===== src/rtl/laq_pkg.sv =====
package laq_pkg;
    // Sense of the comparator threshold control
    typedef enum logic {
        THR_SQUELCH   = 1'b0,
        THR_UNSQUELCH = 1'b1
    } thr_level_e;

    // Which clock the recovery loop follows
    typedef enum logic {
        REF_TX_CLOCK = 1'b0,
        REF_RX_DATA  = 1'b1
    } cdr_ref_e;
endpackage


===== src/rtl/laq_idle_timer.sv =====
// Idle timer: counts clock edges since the last pulse strobe, saturating at
// IDLE_CYCLES. Reports whether the last pulse is still inside the window and
// flags the edge at which the window closes. Assumes IDLE_CYCLES >= 2.
module laq_idle_timer #(
    parameter int IDLE_CYCLES = 150
) (
    input  logic clk,
    input  logic rst_n,
    input  logic pulse_strobe,
    output logic recent,
    output logic window_end
);
    localparam int CW = $clog2(IDLE_CYCLES + 1);
    localparam logic [CW-1:0] LIMIT = CW'(IDLE_CYCLES);

    logic [CW-1:0] idle_cnt;

    // Restart on a pulse, otherwise count up to the saturation limit
    always_ff @(posedge clk) begin
        if (!rst_n)
            idle_cnt <= LIMIT;
        else if (pulse_strobe)
            idle_cnt <= '0;
        else if (idle_cnt != LIMIT)
            idle_cnt <= idle_cnt + 1'b1;
    end

    // Window status decoded from the count
    always_comb begin
        recent     = (idle_cnt != LIMIT);
        window_end = !pulse_strobe && (idle_cnt == LIMIT - 1'b1);
    end

    assert_idle_bound_R5: assert property (@(posedge clk) disable iff (!rst_n)
        idle_cnt <= LIMIT);
    assert_pulse_restarts_R5: assert property (@(posedge clk) disable iff (!rst_n)
        pulse_strobe |=> (idle_cnt == '0));
endmodule


===== src/rtl/laq_detect_fsm.sv =====
// Detection state: accumulates pulses that fall inside the idle window,
// raises detection on the PULSES_NEEDED-th, and drops it on the
// speed-dependent rule. Assumes PULSES_NEEDED >= 2.
module laq_detect_fsm #(
    parameter int PULSES_NEEDED = 2
) (
    input  logic clk,
    input  logic rst_n,
    input  logic pulse_strobe,
    input  logic recent,
    input  logic window_end,
    input  logic manchester_valid,
    input  logic speed_100,
    output logic detect
);
    localparam int PW = $clog2(PULSES_NEEDED + 1);
    localparam logic [PW-1:0] LAST = PW'(PULSES_NEEDED - 1);

    logic [PW-1:0] pulse_cnt;
    logic          drop;

    // Deassertion rule chosen by speed
    always_comb drop = speed_100 ? window_end : !manchester_valid;

    // Pulse accumulation and detect flag
    always_ff @(posedge clk) begin
        if (!rst_n) begin
            detect    <= 1'b0;
            pulse_cnt <= '0;
        end else if (detect) begin
            if (drop) begin
                detect    <= 1'b0;
                pulse_cnt <= '0;
            end
        end else if (pulse_strobe) begin
            if (recent && pulse_cnt >= LAST) begin
                detect    <= 1'b1;
                pulse_cnt <= '0;
            end else begin
                pulse_cnt <= recent ? pulse_cnt + 1'b1 : PW'(1);
            end
        end else if (window_end) begin
            pulse_cnt <= '0;
        end
    end

    assert_rise_on_pulse_R2: assert property (@(posedge clk) disable iff (!rst_n)
        $rose(detect) |-> $past(pulse_strobe));
    assert_fast_drop_R5: assert property (@(posedge clk) disable iff (!rst_n)
        detect && speed_100 && window_end |=> !detect);
    assert_manch_drop_R6: assert property (@(posedge clk) disable iff (!rst_n)
        detect && !speed_100 && !manchester_valid |=> !detect);
    assert_slow_hold_R6: assert property (@(posedge clk) disable iff (!rst_n)
        detect && !speed_100 && manchester_valid |=> detect);
    assert_count_cleared_R7: assert property (@(posedge clk) disable iff (!rst_n)
        $fell(detect) |-> (pulse_cnt == '0));
endmodule


===== src/rtl/laq_control_map.sv =====
// Maps the detect flag onto the threshold, adaptation and clock-reference
// controls. Purely combinational, so all controls change together.
module laq_control_map
    import laq_pkg::*;
(
    input  logic       detect,
    output thr_level_e thr_level,
    output logic       adapt_go,
    output cdr_ref_e   cdr_ref
);
    // Select unsquelch level, release adaptation and follow data when active
    always_comb begin
        thr_level = detect ? THR_UNSQUELCH : THR_SQUELCH;
        adapt_go  = detect;
        cdr_ref   = detect ? REF_RX_DATA : REF_TX_CLOCK;
    end
endmodule


===== src/rtl/line_activity_qualifier.sv =====
// Top: qualifies receive line activity from pulse strobes and drives the
// threshold, adaptation release and clock recovery reference controls.
// Assumes pulse_strobe is already synchronous to clk.
module line_activity_qualifier
    import laq_pkg::*;
#(
    parameter int IDLE_CYCLES   = 150,
    parameter int PULSES_NEEDED = 2
) (
    input  logic clk,
    input  logic rst_n,
    input  logic pulse_strobe,
    input  logic manchester_valid,
    input  logic speed_100,
    output logic signal_detect,
    output logic threshold_select,
    output logic adapt_release,
    output logic cdr_ref_select
);
    logic       recent;
    logic       window_end;
    logic       detect;
    thr_level_e thr_level;
    cdr_ref_e   cdr_ref;
    logic       adapt_go;

    laq_idle_timer #(.IDLE_CYCLES(IDLE_CYCLES)) u_timer (
        .clk(clk), .rst_n(rst_n), .pulse_strobe(pulse_strobe),
        .recent(recent), .window_end(window_end));

    laq_detect_fsm #(.PULSES_NEEDED(PULSES_NEEDED)) u_fsm (
        .clk(clk), .rst_n(rst_n), .pulse_strobe(pulse_strobe),
        .recent(recent), .window_end(window_end),
        .manchester_valid(manchester_valid), .speed_100(speed_100),
        .detect(detect));

    laq_control_map u_map (
        .detect(detect), .thr_level(thr_level),
        .adapt_go(adapt_go), .cdr_ref(cdr_ref));

    // Drive the output pins
    always_comb begin
        signal_detect    = detect;
        threshold_select = thr_level;
        adapt_release    = adapt_go;
        cdr_ref_select   = cdr_ref;
    end

    assert_controls_follow_R4: assert property (@(posedge clk) disable iff (!rst_n)
        (threshold_select == signal_detect) && (adapt_release == signal_detect)
        && (cdr_ref_select == signal_detect));
endmodule


===== config.mk =====
export PLATFORM = sky130hd
export DESIGN_NAME = line_activity_qualifier
export DESIGN_NICKNAME = d
export VERILOG_FILES = /design/src/rtl/laq_pkg.sv /design/src/rtl/laq_idle_timer.sv /design/src/rtl/laq_detect_fsm.sv /design/src/rtl/laq_control_map.sv /design/src/rtl/line_activity_qualifier.sv
export SDC_FILE = /design/constraint.sdc
export NUM_CORES = 1
export LEC_CHECK = 0
export ABC_CLOCK_PERIOD_IN_PS = 1100
export BUFFER_PORTS_ARGS = -buffer_cell sky130_fd_sc_hd__buf_2
export CAP_MARGIN = 5
export CORE_MARGIN = 2
export CORE_UTILIZATION = 47
export CTS_CLUSTER_DIAMETER = 200
export CTS_CLUSTER_SIZE = 16
export DETAILED_ROUTE_END_ITERATION = 8
export GPL_TIMING_DRIVEN = 0
export PLACE_DENSITY = 0.73
export SYNTH_ARGS = -nofsm -noshare
export SYNTH_HDL_FRONTEND = slang
export SYNTH_SLANG_ARGS = --single-unit

===== constraint.sdc =====
create_clock -name clk -period 1.1 [get_ports clk]
set_input_delay 0.11 -clock clk [delete_from_list [all_inputs] [get_ports clk]]
set_output_delay 0.11 -clock clk [all_outputs]
set_load 0.01 [all_outputs]

* Yosys cells after proc, flatten, opt, wreduce, memory -nomap -nowiden *
Cells that the tools add are included.

operators by class
  add/subtract/negate cells = 2
  equal/unequal tests = 3
  bitwise logic cells = 1
  reductions and logical operators = 8
  shifts and indexed selects = 0
  divide/modulo/power cells = 0
  muxes and demuxes = 14
  $lt $le $gt $ge = 1
  $mul = 0

operator list
  cell                                                                    number
  8-bit two-way mux                                                       2
  2-bit two-way mux                                                       6
  8-bit by 1-bit adder with 8-bit output (second input constant)          1
  8-bit == test (second input constant)                                   1
  8-bit inequality test (second input constant)                           1
  1-bit two-way mux                                                       6
  3-bit nonzero test                                                      1
  2-bit by 1-bit adder with 2-bit output (second input constant)          1
  2-bit by 1-bit >= comparator with 1-bit output (second input constant)  1
  1-bit logical AND                                                       2
  1-bit zero test                                                         2
  2-bit inequality test (second input constant)                           1
  2-bit AND reduction                                                     1
  2-bit nonzero test                                                      1
  2-bit OR reduction                                                      1
  1-bit NOT                                                               1

word-level totals
  memory bits (writable) = 0
  output and inout port bits = 4
  input port bits = 5
  flip-flop bits (word level) = 11
  word-level logic and storage cells = 33
  memories = 0
  bits in latches = 0
  ROM bits = 0

* Longest topological paths before layout *
  depth in word-level cells = 5
  gate-level depth with buffers = 5
  mapped depth without buffers = 5

* Cells and area by module *
From an unflattened synthesis, not the netlist that was laid out.

unflattened totals
  cells, all modules = 83
  area total of the unflattened synthesis = 688.2 um2

by module, submodules not included
  module           cells each  times used  seq. area each (um2)  area an instance (um2)
  laq_idle_timer   57          1           160.2                 480.5
  laq_detect_fsm   23          1           60.1                  185.2
  laq_control_map  3           1           0.0                   22.5

* Least setup slack after synthesis *
No wires, ideal clock.

  path type = register to register
  from = register u_timer.idle_cnt[0]
  to = register u_timer.idle_cnt[1]
  setup time = 0.067 ns
  required time = 1.033 ns
  clock period less this slack = 1.223 ns
  path buffers = 0
  cell stages (with the launch flop) = 6
  path slack = -0.123 ns
  arrival = 1.156 ns
  path through = dfxtp_1 inv_1 ha_1 nand3_4 mux2_4 o21ai_2

on the way
  word-level cells in the longest chain between the ends = 3
  elaborated cells on any way between the ends = 5
  those cells by class = add/sub (1); eq/ne (1); mux (2); reduce/logical (1)

RTL lines
  item                                    line                  RTL
  from (decl)                             laq_idle_timer.sv:16  logic [CW-1:0] idle_cnt;
  from (signal assigned)                  laq_idle_timer.sv:25  idle_cnt <= idle_cnt + 1'b1;
  8-bit by 1-bit adder with 8-bit output  laq_idle_timer.sv:25
  8-bit two-way mux                       laq_idle_timer.sv:24  else if (idle_cnt != LIMIT)
  8-bit two-way mux                       laq_idle_timer.sv:22  else if (pulse_strobe)

Parallel ways exist; a longest one is shown, timed or not. The select of a mux whose other input is x is not followed.
A chain may end at the register's enable or synchronous reset.

* Worst setup path in the final report *
  from = register u_timer.idle_cnt[6]
  to = register u_timer.idle_cnt[1]

on the way
  word-level cells in the longest chain between the ends = 2

RTL lines
  item                          line
  8-bit inequality test         laq_idle_timer.sv:24
  2-bit nonzero test (no line)  -

Every way passes these cells.

==> impl_results.md <==
- DRT Pass-1 Iters: 4
- Filler instances: 106
- Tot GR Track Use: 16.8%
- Worst R2R End: u_timer.idle_cnt[1]
- Kind of critical path: flip-flop to flip-flop
- Final hold violations: 0
- Vias per cell: 5.16
- Clock H-tree levels: 1
- CP startpoint: u_timer.idle_cnt[6]
- Synth-to-layout area growth: 28.7%
- Outcome: finished, violations left
- Port bufs: 7
- Maximum clock path buffer count: 2
- CP Data Arrival Time: 1.45 ns
- Clock transition at path regs: 0.08 ns
- I/O Pins: 9
- Peak supply drop: 0.754 mV
- Power Density: 1220 nW/µm²
- Failing checks: negative setup slack
- Number of global-route vias before repair: 414
- Most frequent cells in the layout: 8 x buf_4, 7 x buf_2, 6 x inv_1, 6 x nand3_1
- Worst-path fanout max: 6
- WHS Path Cells: 2
- Die Y: 40.4 µm
- Die area: 1640 µm²
- Worst hold-check path type: input port to flip-flop
- Post-CTS Hold Fix Bufs: 0
- Reg2reg setup slack: -0.15 ns
- Initial Utilization: 49.2%
- Min setup slack post-route: -0.150 ns
- Worst rel slew slack: 66.1%
- Layout Nets: 95
- Routed WL per cell: 12.0 µm
- Tmin final: 1.25 ns
- Post-synth design cell area: 624 µm²
- Min Hold Slack: 0.136 ns
- Sequential cell area: 230 µm²
- Routed vias: 516
- Final setup viols: 11
- Worst clock skew: 0.00647 ns
- Worst-Margin Slew: 0.508 ns
- YS warnings: 0
- Initial antenna violation count: 0
- CTS Sinks: 11
- Uppermost routed layer: met4
- Hold Path Origin: pulse_strobe
- RSZ-0062 raised after global routing: yes
- Pre-CTS setup slack: -0.156 ns
- Largest net degree at the start of global routing: 11
- Clock root buffer: clkbuf_4
- Gpl congestion: 0.783
- Final period util: 114%
- Post-synth top area share: 35.3%
- Highest clock rate: 800 MHz
- Startpoint types: flip-flop
- CTS tree: built
- Worst Path Required: 1.30 ns
- R2R Path Start: u_timer.idle_cnt[6]
- DRT Wirelength: 1200 µm
- Layout cell share with drive strength beyond 1: 47.1%
- WL met2: 500 µm
- End of the worst hold path: u_timer.idle_cnt[1]
- Sequential-to-total area share from yosys stat: 35.3%
- Dominant cell type by area after synthesis: dfxtp_1
- #FFs+latches synth: 11
- DP HPWL: 839 µm
- ANT nets after route: 0
- Critical Path Sink Type: flip-flop
- Post-Syn Nets: 78
- Met3 Wirelength: 73 µm
- Die span in x: 40.4 µm
- Area contributors post-synth: dfxtp_1 35%, ha_1 8.0%, xor2_1 7.0%
- Max-capacitance violation count: 0
- Standby leakage power: 0.338 nW
- Row cnt: 13
- Drt drc: 0
- Core box area: 1270 µm²
- DRT iter0 DRCs: 10
- Later-pin clock latency in the skew report: 0.27 ns
- Max Slew Vio Count: 0
- Cell count after synthesis: 69
- Multi-input gate area: 407 µm²
- M1 WL: 606 µm
- First-pass GRT wire length: 1770 µm
- Cts bufs inserted: 3
- Syn avg cell area: 9.05 µm²
- GRT Residual Overflow: 0
- Inst Count DP: 91
- Reg2Reg Depth: 4
- Diode count: 0
- Post-synth cell types: 26
- Most common cell after layout, fill and taps aside: buf_4
- Finished Layout Cells: 100
-- cell type report --
class                           instances  area share (%)
Buffer                                  4            3.27
Clock buffer                            4            3.27
Inverter                                6            2.80
Multi-Input combinational cell         48            50.6
Sequential cell                        11            28.7
Tap cell                               15            2.34
Timing Repair Buffer                   12            9.03
-- how the worst max path moves through the flow --
stage / to / slack, ns / cells after the start
after global placement: u_timer.idle_cnt[1] / -0.17 / 4
after detailed placement: u_timer.idle_cnt[2] / -0.16 / 4
final: u_timer.idle_cnt[1] / -0.15 / 4
after floorplan: u_timer.idle_cnt[1] / -0.10 / 4
after CTS: u_timer.idle_cnt[1] / -0.16 / 4
after global routing: u_timer.idle_cnt[1] / -0.18 / 4
-- where the power goes --
part	internal, mW	total [mW]	switching (mW)
Clock	0.140	0.284	0.144
Sequential	0.429	0.458	0.0290
Combinational	0.125	0.239	0.115
Total	0.694	0.982	0.288
-- flip-flops by register name, indices dropped and copies added (netlist names) --
| signal | cells |
|---|---|
| u_timer.idle_cnt | 8 |
| u_fsm.pulse_cnt | 2 |
| u_fsm.detect | 1 |
-- layer usage --
layer,vias up,global-route usage [%]
li1,268,-
met1,228,22.4
met2,16,24.6
met3,4,5.00
met4,0,7.50
met5,-,0
-- what timing repair did --
item,in CTS,in global routing
buffers inserted,1,4
resized for setup,4,9
endpoints found under the hold margin,0,0
pin swaps,1,4
setup endpoints to repair,11,11
-- logic make-up after synthesis --
logic type,Yosys count,share of synthesized area [%]
adder cells (fa/ha/maj),4,8.02
AND/OR/NAND/NOR,26,25.7
flip-flops,11,35.3
buffers and inverters,10,7.81
XOR/XNOR,6,8.42
AO/OA/AOI/OAI,11,12.4
multiplexers,1,2.40
-- cell usage after synthesis --
cell type  instances
nand2b_1           1
o21ai_2            1
ha_1               4
o31ai_2            1
a21oi_1            1
nand2_1            3
nand3_1            8
inv_1              6
and3_2             2
a211oi_1           1
nor2_1             5
and3_1             2
and2b_1            1
o211ai_1           1
o22ai_1            3
dfxtp_1           11
nor3b_1            2
mux2_4             1
clkbuf_1           1
xnor2_1            1
buf_4              3
and4bb_4           1
o21ai_0            2
nand3_4            1
a21boi_0           1
xor2_1             5
-- through the flow --
stage	util (%)	power, mW	cell area (µm²)	TNS, ns
after floorplan	-	0.620	641	-0.227
after global placement	54.7	0.666	694	-0.781
after detailed placement	54.7	0.673	694	-0.804
after CTS	58.2	0.946	738	-0.771
after global routing	63.3	1.03	803	-1.42
final	63.3	0.982	803	-0.834
-- worst max-delay path, cell delays in order (launching register included) --
cell and delay (ns):
dfxtp_2 0.32, and4bb_4 0.34, nand3_4 0.10, mux2_4 0.32
o21ai_2 0.10
No activity file was read; power rests on OpenSTA's default activity.
